### src/rtl/pdiv_pkg.sv
package pdiv_pkg;

   typedef enum logic {
      SRC_BINARY  = 1'b0,
      SRC_DECIMAL = 1'b1
   } src_e;

   localparam int DEC_RADIX  = 10;
   localparam int NIBBLE_W   = 4;
   localparam int MIN_DIVIDE = 2;

endpackage

### src/rtl/pdiv_bin_expand.sv
module pdiv_bin_expand #(
   parameter int SET_W   = 10,
   parameter int TIE_POS = 8,
   parameter int CNT_W   = 12
) (
   input  logic [SET_W-1:0] set_i,
   output logic [CNT_W-1:0] ratio_o
);

   localparam int RATIO_W = SET_W + 1;

   if (TIE_POS >= SET_W) begin : g_bad_tie
      $error("TIE_POS must index a bit of the setting word");
   end
   if (CNT_W < RATIO_W) begin : g_bad_width
      $error("CNT_W too small for the expanded binary ratio");
   end

   // Bits at or below the tie position map straight across; the bit above
   // the tie repeats the tied setting bit; higher bits shift down by one.
   for (genvar k = 0; k < CNT_W; k++) begin : g_map
      if (k <= TIE_POS) begin : g_low
         assign ratio_o[k] = set_i[k];
      end else if (k < RATIO_W) begin : g_high
         assign ratio_o[k] = set_i[k-1];
      end else begin : g_pad
         assign ratio_o[k] = 1'b0;
      end
   end

endmodule

### src/rtl/pdiv_bcd_to_bin.sv
module pdiv_bcd_to_bin
   import pdiv_pkg::*;
#(
   parameter int DIGITS  = 4,
   parameter int TOP_MAX = 3,
   parameter int CNT_W   = 12
) (
   input  logic [NIBBLE_W*DIGITS-1:0] bcd_i,
   output logic [CNT_W-1:0]           ratio_o,
   output logic                       bad_o
);

   localparam int LSD_WEIGHT = DEC_RADIX ** (DIGITS - 1);
   localparam int DEC_MAX    = TOP_MAX * LSD_WEIGHT + LSD_WEIGHT - 1;

   if (DIGITS < 1) begin : g_bad_digits
      $error("DIGITS must be at least 1");
   end
   if (TOP_MAX > 9 || TOP_MAX < 0) begin : g_bad_top
      $error("TOP_MAX must be a decimal digit");
   end
   if (DEC_MAX >= 2 ** CNT_W) begin : g_bad_width
      $error("CNT_W too small for the largest decimal ratio");
   end

   logic [CNT_W-1:0] acc;
   logic             bad;

   // Horner evaluation, most significant digit first.
   always_comb begin
      logic [NIBBLE_W-1:0] dig;
      acc = '0;
      bad = 1'b0;
      for (int d = DIGITS - 1; d >= 0; d--) begin
         dig = bcd_i[NIBBLE_W*d +: NIBBLE_W];
         if (dig > 4'd9) bad = 1'b1;
         if (d == DIGITS - 1 && dig > NIBBLE_W'(TOP_MAX)) bad = 1'b1;
         acc = CNT_W'(acc * CNT_W'(DEC_RADIX)) + CNT_W'(dig);
      end
   end

   assign ratio_o = bad ? '0 : acc;
   assign bad_o   = bad;

endmodule

### src/rtl/pdiv_core.sv
module pdiv_core #(
   parameter int CNT_W = 12
) (
   input  logic             clk,
   input  logic             rst,
   input  logic [CNT_W-1:0] ratio_i,
   input  logic             err_i,
   output logic             tc_o,
   output logic             sq_o,
   output logic             err_o
);

   if (CNT_W < 2) begin : g_bad_width
      $error("CNT_W must be at least 2");
   end

   logic [CNT_W-1:0] cnt_q, n_q;
   logic [CNT_W-1:0] cnt_nxt, n_nxt, half_nxt;
   logic             err_q, err_nxt;
   logic             tc_q, sq_q;
   logic             wrap;

   // Terminal count decoded at N-1 so the restart costs no extra clock.
   assign wrap     = (n_q < CNT_W'(2)) || (cnt_q == n_q - 1'b1);
   assign n_nxt    = wrap ? ratio_i : n_q;
   assign err_nxt  = wrap ? err_i : err_q;
   assign cnt_nxt  = wrap ? '0 : cnt_q + 1'b1;
   assign half_nxt = n_nxt >> 1;

   always_ff @(posedge clk) begin
      if (rst) begin
         cnt_q <= '0;
         n_q   <= '0;
         err_q <= 1'b0;
         tc_q  <= 1'b0;
         sq_q  <= 1'b0;
      end else begin
         cnt_q <= cnt_nxt;
         n_q   <= n_nxt;
         err_q <= err_nxt;
         tc_q  <= (cnt_nxt == '0) && (n_nxt != '0);
         sq_q  <= cnt_nxt < half_nxt;
      end
   end

   assign tc_o  = tc_q;
   assign sq_o  = sq_q;
   assign err_o = err_q;

   p_cnt_in_range_r1: assert property (@(posedge clk) disable iff (rst)
      (n_q >= CNT_W'(2)) |-> (cnt_q < n_q));

   p_tc_one_wide_r2: assert property (@(posedge clk) disable iff (rst)
      (tc_q && n_q >= CNT_W'(2)) |=> !tc_q);

   p_zero_quiet_r8: assert property (@(posedge clk) disable iff (rst)
      (n_q == '0) |-> (!tc_q && !sq_q));

   p_one_passes_r8: assert property (@(posedge clk) disable iff (rst)
      (n_q == CNT_W'(1)) |-> (tc_q && !sq_q));

   p_ratio_held_r10: assert property (@(posedge clk) disable iff (rst)
      !wrap |=> $stable(n_q));

   p_sq_starts_high_r3: assert property (@(posedge clk) disable iff (rst)
      (tc_q && n_q >= CNT_W'(2)) |-> sq_q);

endmodule

### src/rtl/prog_divider.sv
module prog_divider
   import pdiv_pkg::*;
#(
   parameter int BIN_SET_W   = 10,
   parameter int TIE_POS     = 8,
   parameter int BCD_DIGITS  = 4,
   parameter int BCD_TOP_MAX = 3,
   parameter int CNT_W       = 12
) (
   input  logic                       clk,
   input  logic                       rst,
   input  logic                       use_bcd,
   input  logic                       active_low,
   input  logic [BIN_SET_W-1:0]       bin_set,
   input  logic [NIBBLE_W*BCD_DIGITS-1:0] bcd_set,
   output logic                       tc_pulse,
   output logic                       sq_out,
   output logic                       ratio_err
);

   localparam int BCD_W = NIBBLE_W * BCD_DIGITS;

   logic [BIN_SET_W-1:0] bin_word;
   logic [BCD_W-1:0]     bcd_word;
   logic [CNT_W-1:0]     bin_ratio, dec_ratio, ratio_sel;
   logic                 dec_bad, err_sel;
   src_e                 src;

   assign bin_word = active_low ? ~bin_set : bin_set;
   assign bcd_word = active_low ? ~bcd_set : bcd_set;
   assign src      = src_e'(use_bcd);

   pdiv_bin_expand #(
      .SET_W   (BIN_SET_W),
      .TIE_POS (TIE_POS),
      .CNT_W   (CNT_W)
   ) i_bin (
      .set_i   (bin_word),
      .ratio_o (bin_ratio)
   );

   pdiv_bcd_to_bin #(
      .DIGITS  (BCD_DIGITS),
      .TOP_MAX (BCD_TOP_MAX),
      .CNT_W   (CNT_W)
   ) i_dec (
      .bcd_i   (bcd_word),
      .ratio_o (dec_ratio),
      .bad_o   (dec_bad)
   );

   assign ratio_sel = (src == SRC_DECIMAL) ? dec_ratio : bin_ratio;
   assign err_sel   = ((src == SRC_DECIMAL) && dec_bad) ||
                      (ratio_sel < CNT_W'(MIN_DIVIDE));

   pdiv_core #(
      .CNT_W   (CNT_W)
   ) i_core (
      .clk     (clk),
      .rst     (rst),
      .ratio_i (ratio_sel),
      .err_i   (err_sel),
      .tc_o    (tc_pulse),
      .sq_o    (sq_out),
      .err_o   (ratio_err)
   );

   p_err_matches_quiet_r9: assert property (@(posedge clk) disable iff (rst)
      (ratio_err && !tc_pulse) |-> !sq_out);

endmodule

### config.mk
export PLATFORM = sky130hd
export DESIGN_NAME = prog_divider
export DESIGN_NICKNAME = d
export VERILOG_FILES = /design/src/rtl/pdiv_pkg.sv /design/src/rtl/pdiv_bin_expand.sv /design/src/rtl/pdiv_bcd_to_bin.sv /design/src/rtl/pdiv_core.sv /design/src/rtl/prog_divider.sv
export SDC_FILE = /design/constraint.sdc
export NUM_CORES = 1
export LEC_CHECK = 0
export BUFFER_PORTS_ARGS = -buffer_cell sky130_fd_sc_hd__clkbuf_2
export CORE_MARGIN = 2
export CORE_UTILIZATION = 57
export DETAILED_ROUTE_END_ITERATION = 6
export PLACE_DENSITY = 0.76
export SYNTH_ARGS = -nofsm -noshare
export SYNTH_HDL_FRONTEND = slang
export SYNTH_SLANG_ARGS = --single-unit
export TNS_END_PERCENT = 20
### constraint.sdc
create_clock -name clk -period 9.53 [get_ports clk]
set_input_delay 0.4765 -clock clk [delete_from_list [all_inputs] [get_ports clk]]
set_output_delay 0.4765 -clock clk [all_outputs]
set_load 0.01 [all_outputs]
# Word level (Yosys, flattened, before mapping)
# Index checks and enable logic that the tools add are counted.
# totals
reg_bits	27
wordCells	41
output_inout_bits	3
# op_classes
addsub	5
bitwise_logic	2
n_reduce_logical	6
mul	3
magnitude_cmp	8
muxes	11
n_eq_ne	1
# ops
operator	count
$mux W12	4
$add A12 B4 Y12	3
$lt A12 B2 Y1 const B	2
$mul A12 B3 Y11 const B	2
$gt A4 B4 Y1 const B	4
$mux W16	1
$not A16 Y16	1
$add A12 B1 Y12 const B	1
$eq A12 B12 Y1	1
$logic_not A12 Y1	1
$lt A12 B11 Y1	1
$reduce_bool A12 Y1	1
$sub A12 B1 Y12 const B	1
$mux W10	1
$not A10 Y10	1
$mul A4 B3 Y7 const B	1
$mux W1	5
$gt A4 B2 Y1 const B	1
$logic_and A1 B1 Y1	2
$logic_or A1 B1 Y1	2

# Longest topological paths before layout
# depth
word_depth	13
mapped_depth	32
mapped_depth_nobuf	28

# Modules after synthesis
# A second synthesis with hierarchy kept.
# hier_totals
hier_cells	503
hier_area_um2	4251.6
# by_module_without_submodules
module	seq_area_each_um2	cells_each	instances	area_per_inst_um2
pdiv_core	540.5	250	1	2153.3
pdiv_bcd_to_bin	0.0	188	1	1547.7
prog_divider	0.0	52	1	456.7
pdiv_bin_expand	0.0	13	1	93.8

# Worst setup path before layout
# No wires, ideal clock.
# synth_path
path_type	input to register
start	input active_low
end	register i_core.sq_q (netlist: i_core.sq_o)
slack_ns	1.700
setup_ns	0.058
stages	31
arrival_ns	7.771
cell_sequence	clkbuf_1 -> buf_1 -> clkbuf_1 -> buf_1 -> xor2_1 -> ha_1 -> ha_1 -> inv_1 -> fa_1 -> xnor2_1 -> ha_1 -> ha_1 -> a21oi_1 -> and2_1 -> clkbuf_1 -> xnor2_1 -> nand2_1 -> xnor2_1 -> ha_1 -> ha_1 -> nor3b_1 -> a311o_1 -> a211oi_1 -> nand2_1 -> o41ai_1 -> a221oi_2 -> or2_2 -> ha_1 -> and3_1 -> a2111oi_0 -> o21a_1
# synth_via
elab_chain_len	11
word_cells_on_any_way	22
cone_classes	3 x add/sub; 3 x mul; 6 x order compare; 10 x mux
# synth_rtl
item	line_no	text
start, declared	prog_divider.sv:13	input logic active_low,
$mux W16	prog_divider.sv:30	assign bcd_word = active_low ? ~bcd_set : bcd_set;
$mul A4 B3 Y7 or $gt A4 B4 Y1 (tied branches)	pdiv_bcd_to_bin.sv:38, pdiv_bcd_to_bin.sv:36	
$add A12 B4 Y12 or $mux W1 (tied branches)	pdiv_bcd_to_bin.sv:38, pdiv_bcd_to_bin.sv:36	
$mul A12 B3 Y11 or $mux W1 (tied branches)	pdiv_bcd_to_bin.sv:38, pdiv_bcd_to_bin.sv:37	
$add A12 B4 Y12 or $mux W1 (tied branches)	pdiv_bcd_to_bin.sv:38, pdiv_bcd_to_bin.sv:36	
$mul A12 B3 Y11 or $mux W1 (tied branches)	pdiv_bcd_to_bin.sv:38, pdiv_bcd_to_bin.sv:36	
$add A12 B4 Y12 or $mux W1 (tied branches)	pdiv_bcd_to_bin.sv:38, pdiv_bcd_to_bin.sv:36	
$mux W12	pdiv_bcd_to_bin.sv:42	assign ratio_o = bad ? '0 : acc;
$mux W12 (*)	prog_divider.sv:52	assign ratio_sel = (src == SRC_DECIMAL) ? dec_ratio : bin_ratio;
$mux W12 (*)	pdiv_core.sv:25	assign n_nxt = wrap ? ratio_i : n_q;
$lt A12 B11 Y1 (*)	pdiv_core.sv:42	sq_q <= cnt_nxt < half_nxt;
end signal, assigned	pdiv_core.sv:42	
end, declared	pdiv_core.sv:20	logic tc_q, sq_q;
# Every way passes the cells marked *; elsewhere a longest branch is shown, timed or not.
# A chain may end at the register's enable or synchronous reset.

# Worst setup path after layout
# Same ends and word-level chain as after synthesis.

==> metrics <==
Clock Tree Root clkbuf_8; crit start category primary input; Worst Hold Path EP i_core.cnt_q[0]; # rows 30; EDFF count, synth 0; Hold Buf Count CTS 0; most frequent cells in the layout 51 x ha_1, 48 x nor2_1, 42 x xor2_1, 34 x xnor2_1, 32 x clkbuf_2; DRT iter0 DRCs 130; Syn Nets 570; Starting Density 58.26%; # H-tree levels 1; Met1 Routed Length 4034 µm; routed length on met3 274 µm; WHS Path Cells 1; RSZ-0062 raised after global routing no; largest net degree at the start of global routing 35; I/O Buffers 32; Hold Vio Cnt, Final 0; CP top delay family adder cells; maxcap violations 0; cell mode on critical path ha_1; CTS tree done; #FFs+latches synth 27; Ys Warns 0; Wirelength per Cell 15.68 µm; die height 86.64 µm; IO Pins 33; Crit path required time 9.76 ns; Reg clk slew, reported paths roughly 0.1 ns; dominant synthesized flop cell dfxtp_1; GP Congestion 0.8985; WP data arrival 7.70 ns; antenna-violating nets left 0; start of the worst register-to-register path i_core.n_q[0]; total track usage 25.62%; crit path max fanout 34; Reg-to-Reg End i_core.sq_o; worst skew pair latency 0.28 ns; Max Clock Freq 134.0 MHz; Final Slew Violations 0; Setup Skew 0.007126 ns; initial antenna violation count 0; Worst Tran Pin Value about 0.92 ns; R2R setup slack 5.03 ns; grt ovf 0; min cycle time layout 7.464 ns; WP buf/inv 3; status finished, final reports clean; CP Capture Type flip-flop; cts bufs inserted 3; area delta synth->final 6.075%; type of the worst min-delay path reg -> reg; Post-route DRC 0; reg2reg path depth 15; commonest non-fill, non-tap cell in the layout ha_1; CTS Sinks 27; final setup TNS 0 ns; Setup Buffers After CTS 0; max layer used met4; CTS Buffer Depth 2; Rel. slew slack 38.46%; vias about 3600; synthesized area 3892 µm²; Via density a little over 6; drt first pass iters 4; first-pass GRT wire length 15830 µm; Final #Nets a little under 600; Mean Syn Cell Area slightly above 8 µm²; HPWL Detailed ~7600 µm; CTS resizes 0; Yosys cell types 65; max incr delay on CP 0.68 ns; share of post-route cells with drive strength above 1 a little over a tenth; CP max-delay cell clkbuf_2; Core ar. between 6000 and 7000 µm²; diodes inserted 0; origin of the worst min-delay path i_core.cnt_q[0]; Die Wd 86.64 µm; sequential area share after synthesis 13.89%; vias in the first global route between 3000 and 4000; Setup CP Type in -> reg; period utilisation layout 78.33%; Post-synth ARST share 0%; met2 WL 4695 µm; Final setup viols 0; Routed Wire Length 9155 µm; Gate Count Post-Synth just under 500; die area 7506 µm²
[registers in the layout, summed over array words and instances, names as in the netlist]
signal / count
i_core.cnt_q: 12
i_core.tc_o: 1
i_core.n_q: 12
i_core.sq_o: 1
i_core.err_o: 1
[metrics by stage]
| step | instances | util, % | hold slack, ns | setup WS [ns] | area, µm² |
|---|---|---|---|---|---|
| after floorplan | 484 | - | 0.5289 | 1.700 | 3892 |
| after global placement | 580 | 61.10 | 0.5292 | 2.033 | 4083 |
| after detailed placement | 580 | 61.10 | 0.5358 | 1.744 | 4083 |
| after CTS | 584 | 61.80 | 0.5667 | 2.026 | 4129 |
| after global routing | 584 | 61.80 | 0.6135 | 1.445 | 4129 |
| final | 584 | 61.80 | 0.5648 | 2.066 | 4129 |
[worst max-delay path by stage]
| stage | from | end | cells past startpoint |
|---|---|---|---|
| floorplan | active_low | i_core.sq_o | 31 |
| global placement | active_low | i_core.sq_o | 27 |
| detailed placement | active_low | i_core.sq_o | 27 |
| CTS | active_low | i_core.sq_o | 27 |
| global route | active_low | i_core.sq_o | 27 |
| finish | active_low | i_core.sq_o | 27 |
[metal layers]
metal,GRT usage [%],up-vias
met3,1.905,14
met1,31.01,1671
li1,-,1805
met5,0,-
met4,5.966,0
met2,48.81,73
[logic make-up (layout without fill, tap and decap cells)]
family,count (synthesis),after routing,share of synthesized area (%)
buffers and inverters,35,55,3.632
muxes,9,9,2.347
xor gates and xnor gates,79,79,18.84
DFF,27,27,13.89
AOI/OAI and AO/OA,105,105,18.52
adders and majority gates,56,56,18.97
and+or+nand+nor,173,173,23.82
[cell type report]
type,instances,area (µm²)
clock inverter,1,5.005
multi-input combinational,422,3211
timing repair buffer,32,160.2
tap,80,100.1
sequential,27,540.5
fill,596,2552
inverter,19,71.32
clock buffer,3,41.29
[synth_stat cells (all sizes together) (4+ instances only)]
master | n | area [µm²]
nand3 | 21 | 105.1
a21o | 5 | 37.54
xor2 | 42 | 367.9
nand2 | 19 | 87.58
o21ai | 19 | 95.09
nand3b | 4 | 30.03
buf | 6 | 32.53
nor2b | 13 | 83.83
xnor2 | 34 | 297.8
a21oi | 24 | 120.1
nor4 | 6 | 37.54
o21a | 6 | 45.04
or2 | 7 | 43.79
fa | 5 | 100.1
nor3 | 16 | 80.08
a31oi | 8 | 50.05
clkbuf | 10 | 37.54
mux2i | 8 | 80.08
dfxtp | 27 | 540.5
and3 | 8 | 50.05
nor2 | 48 | 180.2
inv | 19 | 71.32
a311o | 4 | 40.04
or4 | 4 | 33.78
or3 | 8 | 50.05
nor3b | 6 | 50.05
ha | 51 | 638.1
[worst register-to-register path, stage by stage, from the launching register on]
cell and delay (ns):
dfxtp_1 0.36, inv_1 0.10, ha_1 0.25, nor3b_2 0.41, nor2b_2 0.23, xnor2_1 0.09
a311o_1 0.36, or4_1 0.72, nand2_8 0.30, mux2i_1 0.29, ha_1 0.28, and4_1 0.23
a21oi_1 0.15, nand2_1 0.09, a2111oi_0 0.42, o21a_1 0.18
Power is left out: the tool's default activity adds up to more than one toggle a clock period on the data nets, which glitch-free logic cannot reach.
